--- config.mk ---
export PLATFORM = sky130hd
export DESIGN_NAME = psr_xfer_unit
export DESIGN_NICKNAME = d
export VERILOG_FILES = /design/src/rtl/psr_pkg.sv /design/src/rtl/psr_cond.sv /design/src/rtl/psr_decode.sv /design/src/rtl/psr_bank.sv /design/src/rtl/psr_xfer_unit.sv
export SDC_FILE = /design/constraint.sdc
export NUM_CORES = 1
export LEC_CHECK = 0
export BUFFER_PORTS_ARGS = -buffer_cell sky130_fd_sc_hd__buf_2
export CORE_ASPECT_RATIO = 1.1
export CORE_MARGIN = 3
export CORE_UTILIZATION = 60
export DETAILED_ROUTE_END_ITERATION = 8
export PLACE_DENSITY = 0.86
export RECOVER_POWER = 50
export SYNTH_ARGS = -nofsm -noshare
export SYNTH_HDL_FRONTEND = slang
export SYNTH_SLANG_ARGS = --single-unit
--- constraint.sdc ---
create_clock -name clk -period 3.9 [get_ports clk]
set_input_delay 0.195 -clock clk [delete_from_list [all_inputs] [get_ports clk]]
set_output_delay 0.195 -clock clk [all_outputs]
set_load 0.05 [all_outputs]
--- src/rtl/psr_pkg.sv ---
package psr_pkg;

    localparam int unsigned PSR_W    = 32;
    localparam int unsigned REG_IDX_W = 4;
    localparam int unsigned MODE_W   = 5;
    localparam int unsigned T_BIT    = 5;

    localparam logic [PSR_W-1:0] FLAG_MASK = 32'hF000_0000;
    localparam logic [PSR_W-1:0] DEF_MASK  = 32'hF000_00FF;

    localparam logic [MODE_W-1:0] MD_USR = 5'b10000;
    localparam logic [MODE_W-1:0] MD_FIQ = 5'b10001;
    localparam logic [MODE_W-1:0] MD_IRQ = 5'b10010;
    localparam logic [MODE_W-1:0] MD_SVC = 5'b10011;
    localparam logic [MODE_W-1:0] MD_ABT = 5'b10111;
    localparam logic [MODE_W-1:0] MD_UND = 5'b11011;
    localparam logic [MODE_W-1:0] MD_SYS = 5'b11111;

    localparam logic [REG_IDX_W-1:0] PC_IDX = 4'hF;

    typedef enum logic [1:0] {
        K_NONE,
        K_READ,
        K_FULL,
        K_FLAG
    } xfer_kind_e;

    typedef enum logic [2:0] {
        ST_IDLE,
        ST_SKIP,
        ST_READ,
        ST_WRITE,
        ST_FAULT
    } xfer_state_e;

endpackage

--- src/rtl/psr_cond.sv ---
module psr_cond
    import psr_pkg::*;
(
    input  logic [3:0] cond,
    input  logic [3:0] flags,
    output logic       pass
);

    logic n_f, z_f, c_f, v_f;

    always_comb begin
        n_f = flags[3];
        z_f = flags[2];
        c_f = flags[1];
        v_f = flags[0];
        pass = 1'b0;
        unique case (cond)
            4'h0: pass = z_f;
            4'h1: pass = !z_f;
            4'h2: pass = c_f;
            4'h3: pass = !c_f;
            4'h4: pass = n_f;
            4'h5: pass = !n_f;
            4'h6: pass = v_f;
            4'h7: pass = !v_f;
            4'h8: pass = c_f && !z_f;
            4'h9: pass = !c_f || z_f;
            4'hA: pass = (n_f == v_f);
            4'hB: pass = (n_f != v_f);
            4'hC: pass = !z_f && (n_f == v_f);
            4'hD: pass = z_f || (n_f != v_f);
            4'hE: pass = 1'b1;
            4'hF: pass = 1'b0;
        endcase
    end

endmodule

--- src/rtl/psr_decode.sv ---
module psr_decode
    import psr_pkg::*;
(
    input  logic [PSR_W-1:0]     instr,
    output xfer_kind_e           kind,
    output logic                 sel_saved,
    output logic                 imm_op,
    output logic [REG_IDX_W-1:0] rd_idx,
    output logic [REG_IDX_W-1:0] rm_idx,
    output logic [PSR_W-1:0]     imm_val
);

    localparam int unsigned ROT_W = 4;
    localparam int unsigned AMT_W = ROT_W + 1;

    logic             is_read;
    logic             is_full;
    logic             is_flag;
    logic [PSR_W-1:0] imm_ext;
    logic [AMT_W-1:0] rot_amt;

    always_comb begin
        is_read = (instr[27:23] == 5'b00010) && (instr[21:16] == 6'b001111)
                  && (instr[11:0] == 12'h000);
        is_full = (instr[27:23] == 5'b00010) && (instr[21:12] == 10'b1010011111)
                  && (instr[11:4] == 8'h00);
        is_flag = (instr[27:26] == 2'b00) && (instr[24:23] == 2'b10)
                  && (instr[21:12] == 10'b1010001111)
                  && (instr[25] || (instr[11:4] == 8'h00));

        if (is_read)      kind = K_READ;
        else if (is_full) kind = K_FULL;
        else if (is_flag) kind = K_FLAG;
        else              kind = K_NONE;

        sel_saved = instr[22];
        imm_op    = is_flag && instr[25];
        rd_idx    = instr[15:12];
        rm_idx    = instr[3:0];

        imm_ext = {{(PSR_W-8){1'b0}}, instr[7:0]};
        rot_amt = {instr[11:8], 1'b0};
        imm_val = (imm_ext >> rot_amt) | (imm_ext << (PSR_W - rot_amt));
    end

endmodule

--- src/rtl/psr_bank.sv ---
module psr_bank
    import psr_pkg::*;
#(
    parameter int unsigned    NBANK   = 5,
    parameter logic [PSR_W-1:0] RST_PSR = 32'h0000_00D3,
    localparam int unsigned   BIDX_W  = (NBANK > 1) ? $clog2(NBANK) : 1
) (
    input  logic              clk,
    input  logic              rst_n,
    input  logic              cur_we,
    input  logic [PSR_W-1:0]  cur_wmask,
    input  logic [PSR_W-1:0]  cur_wdata,
    input  logic              sav_we,
    input  logic [BIDX_W-1:0] sav_idx,
    input  logic [PSR_W-1:0]  sav_wmask,
    input  logic [PSR_W-1:0]  sav_wdata,
    output logic [PSR_W-1:0]  cur_q,
    output logic [PSR_W-1:0]  sav_q
);

    logic [PSR_W-1:0] bank_q [NBANK];

    always_ff @(posedge clk or negedge rst_n) begin
        if (!rst_n) begin
            cur_q <= RST_PSR;
        end else if (cur_we) begin
            cur_q <= (cur_q & ~cur_wmask) | (cur_wdata & cur_wmask);
        end
    end

    for (genvar b = 0; b < NBANK; b++) begin : g_bank
        always_ff @(posedge clk or negedge rst_n) begin
            if (!rst_n) begin
                bank_q[b] <= '0;
            end else if (sav_we && (sav_idx == BIDX_W'(b))) begin
                bank_q[b] <= (bank_q[b] & ~sav_wmask) | (sav_wdata & sav_wmask);
            end
        end
    end

    always_comb begin
        sav_q = '0;
        for (int b = 0; b < NBANK; b++) begin
            if (sav_idx == BIDX_W'(b)) sav_q = bank_q[b];
        end
    end

endmodule

--- src/rtl/psr_xfer_unit.sv ---
module psr_xfer_unit
    import psr_pkg::*;
#(
    parameter int unsigned      NBANK   = 5,
    parameter logic [PSR_W-1:0] RST_PSR = 32'h0000_00D3
) (
    input  logic                 clk,
    input  logic                 rst_n,
    input  logic                 instr_valid,
    input  logic [PSR_W-1:0]     instr,
    input  logic [PSR_W-1:0]     src_val,
    output logic [REG_IDX_W-1:0] src_idx,
    output logic                 rf_we,
    output logic [REG_IDX_W-1:0] rf_waddr,
    output logic [PSR_W-1:0]     rf_wdata,
    output logic                 illegal
);

    localparam int unsigned BIDX_W = (NBANK > 1) ? $clog2(NBANK) : 1;

    xfer_kind_e           kind;
    logic                 sel_saved;
    logic                 imm_op;
    logic [REG_IDX_W-1:0] rd_idx;
    logic [REG_IDX_W-1:0] rm_idx;
    logic [PSR_W-1:0]     imm_val;
    logic                 cond_ok;
    logic [PSR_W-1:0]     cpsr_q;
    logic [PSR_W-1:0]     spsr_rd;

    logic                 has_bank;
    logic [BIDX_W-1:0]    bank_idx;
    logic                 privileged;
    logic [PSR_W-1:0]     operand;
    logic                 fault;
    logic                 go;
    logic                 cur_we, sav_we;
    logic [PSR_W-1:0]     wmask;
    logic [PSR_W-1:0]     rd_val;

    xfer_state_e          state_q, state_d;
    logic [REG_IDX_W-1:0] wb_addr_q;
    logic [PSR_W-1:0]     wb_data_q;

    psr_decode u_decode (
        .instr     (instr),
        .kind      (kind),
        .sel_saved (sel_saved),
        .imm_op    (imm_op),
        .rd_idx    (rd_idx),
        .rm_idx    (rm_idx),
        .imm_val   (imm_val)
    );

    psr_cond u_cond (
        .cond  (instr[31:28]),
        .flags (cpsr_q[31:28]),
        .pass  (cond_ok)
    );

    // Bank selection from the current mode field.
    always_comb begin
        has_bank = 1'b1;
        bank_idx = '0;
        case (cpsr_q[MODE_W-1:0])
            MD_FIQ:  bank_idx = BIDX_W'(0);
            MD_IRQ:  bank_idx = BIDX_W'(1);
            MD_SVC:  bank_idx = BIDX_W'(2);
            MD_ABT:  bank_idx = BIDX_W'(3);
            MD_UND:  bank_idx = BIDX_W'(4);
            default: has_bank = 1'b0;
        endcase
        privileged = (cpsr_q[MODE_W-1:0] != MD_USR);
    end

    // Operand choice, refusal checks and write masks.
    always_comb begin
        operand = imm_op ? imm_val : src_val;

        fault = 1'b0;
        if (sel_saved && !has_bank) fault = 1'b1;
        if ((kind == K_READ) && (rd_idx == PC_IDX)) fault = 1'b1;
        if ((kind == K_FULL) && (rm_idx == PC_IDX)) fault = 1'b1;
        if ((kind == K_FLAG) && !imm_op && (rm_idx == PC_IDX)) fault = 1'b1;
        if ((kind == K_FULL) && !sel_saved && privileged
            && (operand[T_BIT] != cpsr_q[T_BIT])) fault = 1'b1;

        go = instr_valid && (kind != K_NONE) && cond_ok;

        if (kind == K_FULL && (sel_saved || privileged)) wmask = DEF_MASK;
        else                                             wmask = FLAG_MASK;

        cur_we = go && !fault && (kind != K_READ) && !sel_saved;
        sav_we = go && !fault && (kind != K_READ) && sel_saved;

        rd_val = sel_saved ? spsr_rd : cpsr_q;
    end

    psr_bank #(
        .NBANK   (NBANK),
        .RST_PSR (RST_PSR)
    ) u_bank (
        .clk       (clk),
        .rst_n     (rst_n),
        .cur_we    (cur_we),
        .cur_wmask (wmask),
        .cur_wdata (operand),
        .sav_we    (sav_we),
        .sav_idx   (bank_idx),
        .sav_wmask (wmask),
        .sav_wdata (operand),
        .cur_q     (cpsr_q),
        .sav_q     (spsr_rd)
    );

    // Next-state selection.
    always_comb begin
        if (!instr_valid || (kind == K_NONE)) state_d = ST_IDLE;
        else if (!cond_ok)                    state_d = ST_SKIP;
        else if (fault)                       state_d = ST_FAULT;
        else if (kind == K_READ)              state_d = ST_READ;
        else                                  state_d = ST_WRITE;
    end

    // State register with captured read-back.
    always_ff @(posedge clk or negedge rst_n) begin
        if (!rst_n) begin
            state_q   <= ST_IDLE;
            wb_addr_q <= '0;
            wb_data_q <= '0;
        end else begin
            state_q <= state_d;
            if (state_d == ST_READ) begin
                wb_addr_q <= rd_idx;
                wb_data_q <= rd_val;
            end
        end
    end

    // Outputs from the state.
    always_comb begin
        rf_we    = 1'b0;
        rf_waddr = '0;
        rf_wdata = '0;
        illegal  = 1'b0;
        unique case (state_q)
            ST_IDLE, ST_SKIP, ST_WRITE: ;
            ST_READ: begin
                rf_we    = 1'b1;
                rf_waddr = wb_addr_q;
                rf_wdata = wb_data_q;
            end
            ST_FAULT: illegal = 1'b1;
            default: ;
        endcase
    end

    assign src_idx = instr[3:0];

endmodule

# Word level (Yosys, flattened, before mapping)
# Index checks and enable logic that the tools add are counted.
# op_classes
add_sub_neg	1
n_reduce_logical	52
n_eq_ne	42
shifts	2
n_mux	27
bitwise	15
# ops
operator	n
32-bit 2-to-1 mux	8
32-bit bitwise AND	7
32-bit bitwise OR	7
4-bit == test, second input constant	10
32-bit inverter	1
8-bit by 32-bit << shifter with 32-bit output	1
8-bit by 5-bit right shift with 32-bit output	1
1-bit logical AND	30
5-bit == test, second input constant	5
10-bit == test, second input constant	2
4-bit by 3-bit == test with 1-bit output, second input constant	4
1-bit one-hot mux with 16 select lines	1
3-bit by 2-bit == test with 1-bit output, second input constant	4
12-bit logical NOT	1
3-bit one-hot mux with 4 select lines	1
1-bit logical NOT	9
1-bit 2-to-1 mux	9
3-bit 2-to-1 mux	3
4-bit by 2-bit == test with 1-bit output, second input constant	2
8-bit logical NOT	1
8-bit 2-to-1 mux	1
6-bit by 5-bit subtractor with 7-bit output, first input constant	1
2-bit == test, second input constant	3
3-bit == test, second input constant	2
other kinds (17)	25
# totals
ff_bits	231
wordCells	148
in_bits	67

# Depth between registers and ports, before layout
# depth
word_depth	18
ltp_mapped	11
ltp_nobuf	9

# By module
# A second synthesis with hierarchy kept.
# hier_totals
hier_cells	1207
hier_area_um2	13499.2
# by_module_without_submodules
mod	cells_per_inst	area_per_inst_um2	seq_area_each_um2	instances
psr_bank	792	9491.6	4810.9	1
psr_xfer_unit	234	2835.2	975.9	1
psr_decode	158	1017.2	0.0	1
psr_cond	23	155.1	0.0	1

# Least setup slack after synthesis
# OpenSTA, ideal clock, no wires.
# synth_timing
path_kind	input-to-reg
start	in instr[8]
end	reg u_bank.cur_q[28]
setup_ns	0.125
required_ns	3.775
path_slack_ns	1.316
stages	10
arrival_time_ns	2.458
path_cell_list	buf_2 > inv_1 > ha_1 > clkbuf_1 > o21ai_0 > a32oi_1 > mux2i_2 > mux2i_1 > and4_4 > mux2_4
# synth_between
elab_chain_len	16
# synth_rtl
item	line	source
start, declared	psr_xfer_unit.sv:10	input logic [PSR_W-1:0] instr,
parallel branches: the longest is 16 deep, another holds 6-bit by 5-bit subtractor with 7-bit output	--	
end signal, assigned	psr_bank.sv:27	cur_q <= (cur_q & ~cur_wmask) | (cur_wdata & cur_wmask);
end, declared	psr_bank.sv:17	output logic [PSR_W-1:0] cur_q,
# Several ways; the timed one is not identified.
# A chain may end at the register's enable or synchronous reset.

==> Flow_metrics.wiki <==
{| class="wikitable"
! Metric !! Value
|-
| Result of the run || finished, violations left
|-
| Violated checks || capacitance limit, slew limit
|-
| Vias after detailed routing || between 4000 and 5000
|-
| Number of nets with antenna violations after routing || 0
|-
| Slew at the pin with the worst max-slew slack || 2.21 ns
|-
| Number of detailed-route iterations in the first pass || 5
|-
| Synth-to-Final Area Change || 7.10%
|-
| Final nets || between 600 and 700
|-
| Starting DRT DRC Count || 256
|-
| Clk_lat worst skew || ~0.37 ns
|-
| Placement Cell Area || 5880 um2
|-
| Endpoint of the most critical register-to-register path || wb_data_q[4]
|-
| Count of unresolved DRC violations after routing || 0
|-
| Clock Skew || 0.00950 ns
|-
| Ys async rst share || 100%
|-
| Fmax || 340 MHz
|-
| Final hold violations || 0
|-
| Data arrival time of the worst path || 3.20 ns
|-
| Number of cells produced by synthesis || 530
|-
| Full die area || 10600 um2
|-
| Total gr overflow || 0
|-
| Standard-cell row count || 36
|-
| Setup Fix Bufs, Post-CTS || 0
|-
| Number of global-route vias before repair || 4255
|-
| CTS tree || yes
|-
| Fraction of layout cells with a size suffix above 1 || 32.9%
|-
| Number of antenna cells inserted || 0
|-
| Nature of the critical path endpoint || flip-flop
|-
| Library cell occupying the most area in the post-synthesis netlist || sky130_fd_sc_hd__dfrtp_1
|-
| Clock tree buffer depth || 2
|-
| Quantity of hold-fixing buffers added after cts || 0
|-
| Power Density || 288 nW/um2
|-
| Cell leakage power || approximately 2.9 nW
|-
| Final design instance area without fill || around 6000 um2
|-
| Cell count of the worst hold path || 2
|-
| CTS root buffer || sky130_fd_sc_hd__clkbuf_8
|-
| Routed length on met1 || approximately 5400 um
|-
| Sequential fraction of the synthesis area || 40.5%
|-
| Worst slack, placed || ~0.65 ns
|-
| Fraction of the cycle the final worst path needs || 75.5%
|-
| Fraction of synthesized cell area taken by the top area cell type || 38.2%
|-
| Starting density of the core || roughly 63%
|-
| Most area-consuming cells after synthesis || sky130_fd_sc_hd__dfrtp_1 38%, sky130_fd_sc_hd__mux2_2 16%, sky130_fd_sc_hd__buf_4 3.7%
|-
| Average wire per cell in the routed design || 18.6 um
|-
| Worst voltage drop across the vdd grid || 205 uV
|-
| Final setup TNS || 0 ns
|-
| Cell Count, Final, Fillers Out || 697
|-
| EDFF count, synth || 0
|-
| Number of distinct library cells after synthesis || 67
|-
| DR vias/cell || 6.12
|-
| Hold EP || wb_addr_q[2]
|-
| Clock period minus final worst setup slack || about 3 ns
|-
| Post-synthesis instance area || 5640 um2
|-
| Area inside the core boundary || 9010 um2
|-
| Synth Flop Type || sky130_fd_sc_hd__dfrtp_1
|-
| Worst hold start || instr[14]
|-
| Length of routed met3 wiring || 702 um
|-
| GR Util All Layers || 24.9%
|-
| Post-CTS Resized || 0
|-
| Yosys warning total || 0
|-
| Global-route wire length before repair || about 21000 um
|-
| Count of boundary I/O pins || between 100 and 150
|-
| Uppermost metal layer occupied by signal nets || met4
|-
| Max-cap viol count || 1
|-
| R2R Setup Slk || between 1 and 1.5 ns
|-
| Final-report setup violation count || 0
|-
| Worst setup margin || 0.955 ns
|-
| Headroom to the max-slew limit || -47.6%
|-
| Number of clock sinks || 91
|-
| Worst-case reg-to-reg path depth || 7
|-
| Worst hold slack after final layout || 0.0875 ns
|-
| Vert. Die Dim || 108 um
|-
| Routed WL || 12900 um
|-
| Maximum number of pins on one net before global-route repair || 92
|-
| Worst Hold Class || input port to flip-flop
|-
| Number of placed cells counting well taps || slightly below 700
|-
| Crit Path Max Fanout || 21
|-
| Number of pins with negative max-slew slack in the final report || 92
|-
| Number of antenna violations at the first check in global routing || 0
|-
| Count of H-tree levels built during CTS || 3
|-
| Clock transition at the register clock pins on the worst setup and hold paths after CTS || approximately 0.09 ns
|-
| Most frequent cells after synthesis || 86 x sky130_fd_sc_hd__dfrtp_1, 79 x sky130_fd_sc_hd__mux2_2, 36 x sky130_fd_sc_hd__nor2_1
|-
| Data required time at the worst endpoint || 4.15 ns
|-
| Width of the die || 98.4 um
|-
| Number of synthesized register bits || 91
|-
| Launching element type of the critical path || input port
|-
| Clock buffers created by TritonCTS || 9
|-
| Post-DP HPWL || 9260 um
|-
| Number of buffers inserted by port buffering || just under 70
|-
| Global placement routability congestion || 0.864
|-
| Mean post-synth cell area || about 11 um2
|-
| Kind of critical path || input port to flip-flop
|-
| Leading cell type by number of instances after synthesis || sky130_fd_sc_hd__dfrtp_1
|-
| Unrepaired setup endpoints after global routing || false
|-
| Met2 Routed Length || 6440 um
|}
==> worst max path at each step <==
stage,startpoint,endpoint,slack (ns),depth (start not counted)
2_1_floorplan,instr[8],u_bank.cur_q[28],1.32,10
3_3_place_gp,instr[8],flip-flop,0.73,9
3_5_place_dp,instr[8],flip-flop,0.65,9
4_1_cts,instr[8],flip-flop,1.02,9
5_1_grt,instr[8],u_bank.cur_q[30],0.80,9
6_report,instr[8],flip-flop,0.95,9
==> worst max-delay path, stage by stage <==
cell	delay, ns
sky130_fd_sc_hd__buf_2	0.33
sky130_fd_sc_hd__inv_1	0.17
sky130_fd_sc_hd__ha_1	0.30
sky130_fd_sc_hd__nor4b_1	0.19
sky130_fd_sc_hd__nand2_1	0.14
sky130_fd_sc_hd__nor3_2	0.10
sky130_fd_sc_hd__nor2b_2	0.75
sky130_fd_sc_hd__and4_1	0.61
sky130_fd_sc_hd__mux2_2	0.39
==> report_power, final <==
| group | switching [W] | leakage, nW | internal [W] | total, W |
|---|---|---|---|---|
| Sequential | 0.00000000994 | 1.25 | 0.000943 | 0.000943 |
| Clock | 0.000341 | 0.0848 | 0.000248 | 0.000589 |
| Combinational | 0.000157 | 1.53 | 0.0000525 | 0.000210 |
| Total | 0.000498 | 2.87 | 0.00124 | 0.00174 |
==> routing by layer <==
layer  up-vias  global-route usage, %
met1      2081                   31.4
met3        36                   4.28
met5         -                      0
li1       1999                      -
met2       150                   41.9
met4         0                   11.5
==> area by class of cell <==
| cell class | instances | area, um2 |
|---|---|---|
| Timing Repair Buffer | 73 | 367 |
| Inverter | 17 | 63.8 |
| Multi-Input combinational cell | 387 | 3010 |
| Fill cell | 676 | 2970 |
| Clock buffer | 10 | 138 |
| Sequential cell | 91 | 2280 |
| Tap cell | 114 | 143 |
| Clock inverter | 5 | 37.5 |
==> placed cells by master, fill, tap and decap left out, types with 3 or more instances in the layout <==
master / instances
sky130_fd_sc_hd__nor3_1: 7
sky130_fd_sc_hd__o211ai_1: 16
sky130_fd_sc_hd__and2_1: 18
sky130_fd_sc_hd__dfrtp_1: 86
sky130_fd_sc_hd__nand2b_1: 3
sky130_fd_sc_hd__a31oi_1: 5
sky130_fd_sc_hd__mux2_2: 79
sky130_fd_sc_hd__a21o_1: 3
sky130_fd_sc_hd__nand2_1: 22
sky130_fd_sc_hd__a221oi_1: 15
sky130_fd_sc_hd__mux2_1: 8
sky130_fd_sc_hd__nor2_1: 36
sky130_fd_sc_hd__conb_1: 20
sky130_fd_sc_hd__nor3b_1: 3
sky130_fd_sc_hd__a32oi_1: 3
sky130_fd_sc_hd__buf_2: 58
sky130_fd_sc_hd__o21ai_0: 34
sky130_fd_sc_hd__clkbuf_8: 10
sky130_fd_sc_hd__buf_4: 5
sky130_fd_sc_hd__and4_1: 3
sky130_fd_sc_hd__mux2i_1: 7
sky130_fd_sc_hd__nand4_4: 9
sky130_fd_sc_hd__dfstp_2: 5
sky130_fd_sc_hd__nor2b_1: 9
sky130_fd_sc_hd__mux2_4: 6
sky130_fd_sc_hd__nand4_1: 5
sky130_fd_sc_hd__nand3_1: 10
sky130_fd_sc_hd__a21oi_1: 19
sky130_fd_sc_hd__and3_1: 3
sky130_fd_sc_hd__clkbuf_1: 9
sky130_fd_sc_hd__nor4b_1: 3
sky130_fd_sc_hd__inv_1: 17
==> stage by stage <==
step	util, %	total power [W]
5_1_grt	67.0	0.00181
4_1_cts	67.2	0.00175
6_report	67.0	0.00174
3_3_place_gp	65.3	0.00116
3_5_place_dp	65.3	0.00117
2_1_floorplan	-	0.00112
==> kinds of logic after synthesis <==
logic type | after synthesis | share of synthesized area [%]
and+or+nand+nor | 156 | 18.6
DFF | 91 | 40.5
other | 1 | 0.0665
xor gates and xnor gates | 4 | 0.621
buffers and inverters | 71 | 7.57
AOI/OAI and AO/OA | 105 | 12.0
adders and majority gates | 1 | 0.222
muxes | 101 | 20.5
Note: power is estimated with default switching activity, not from simulation.
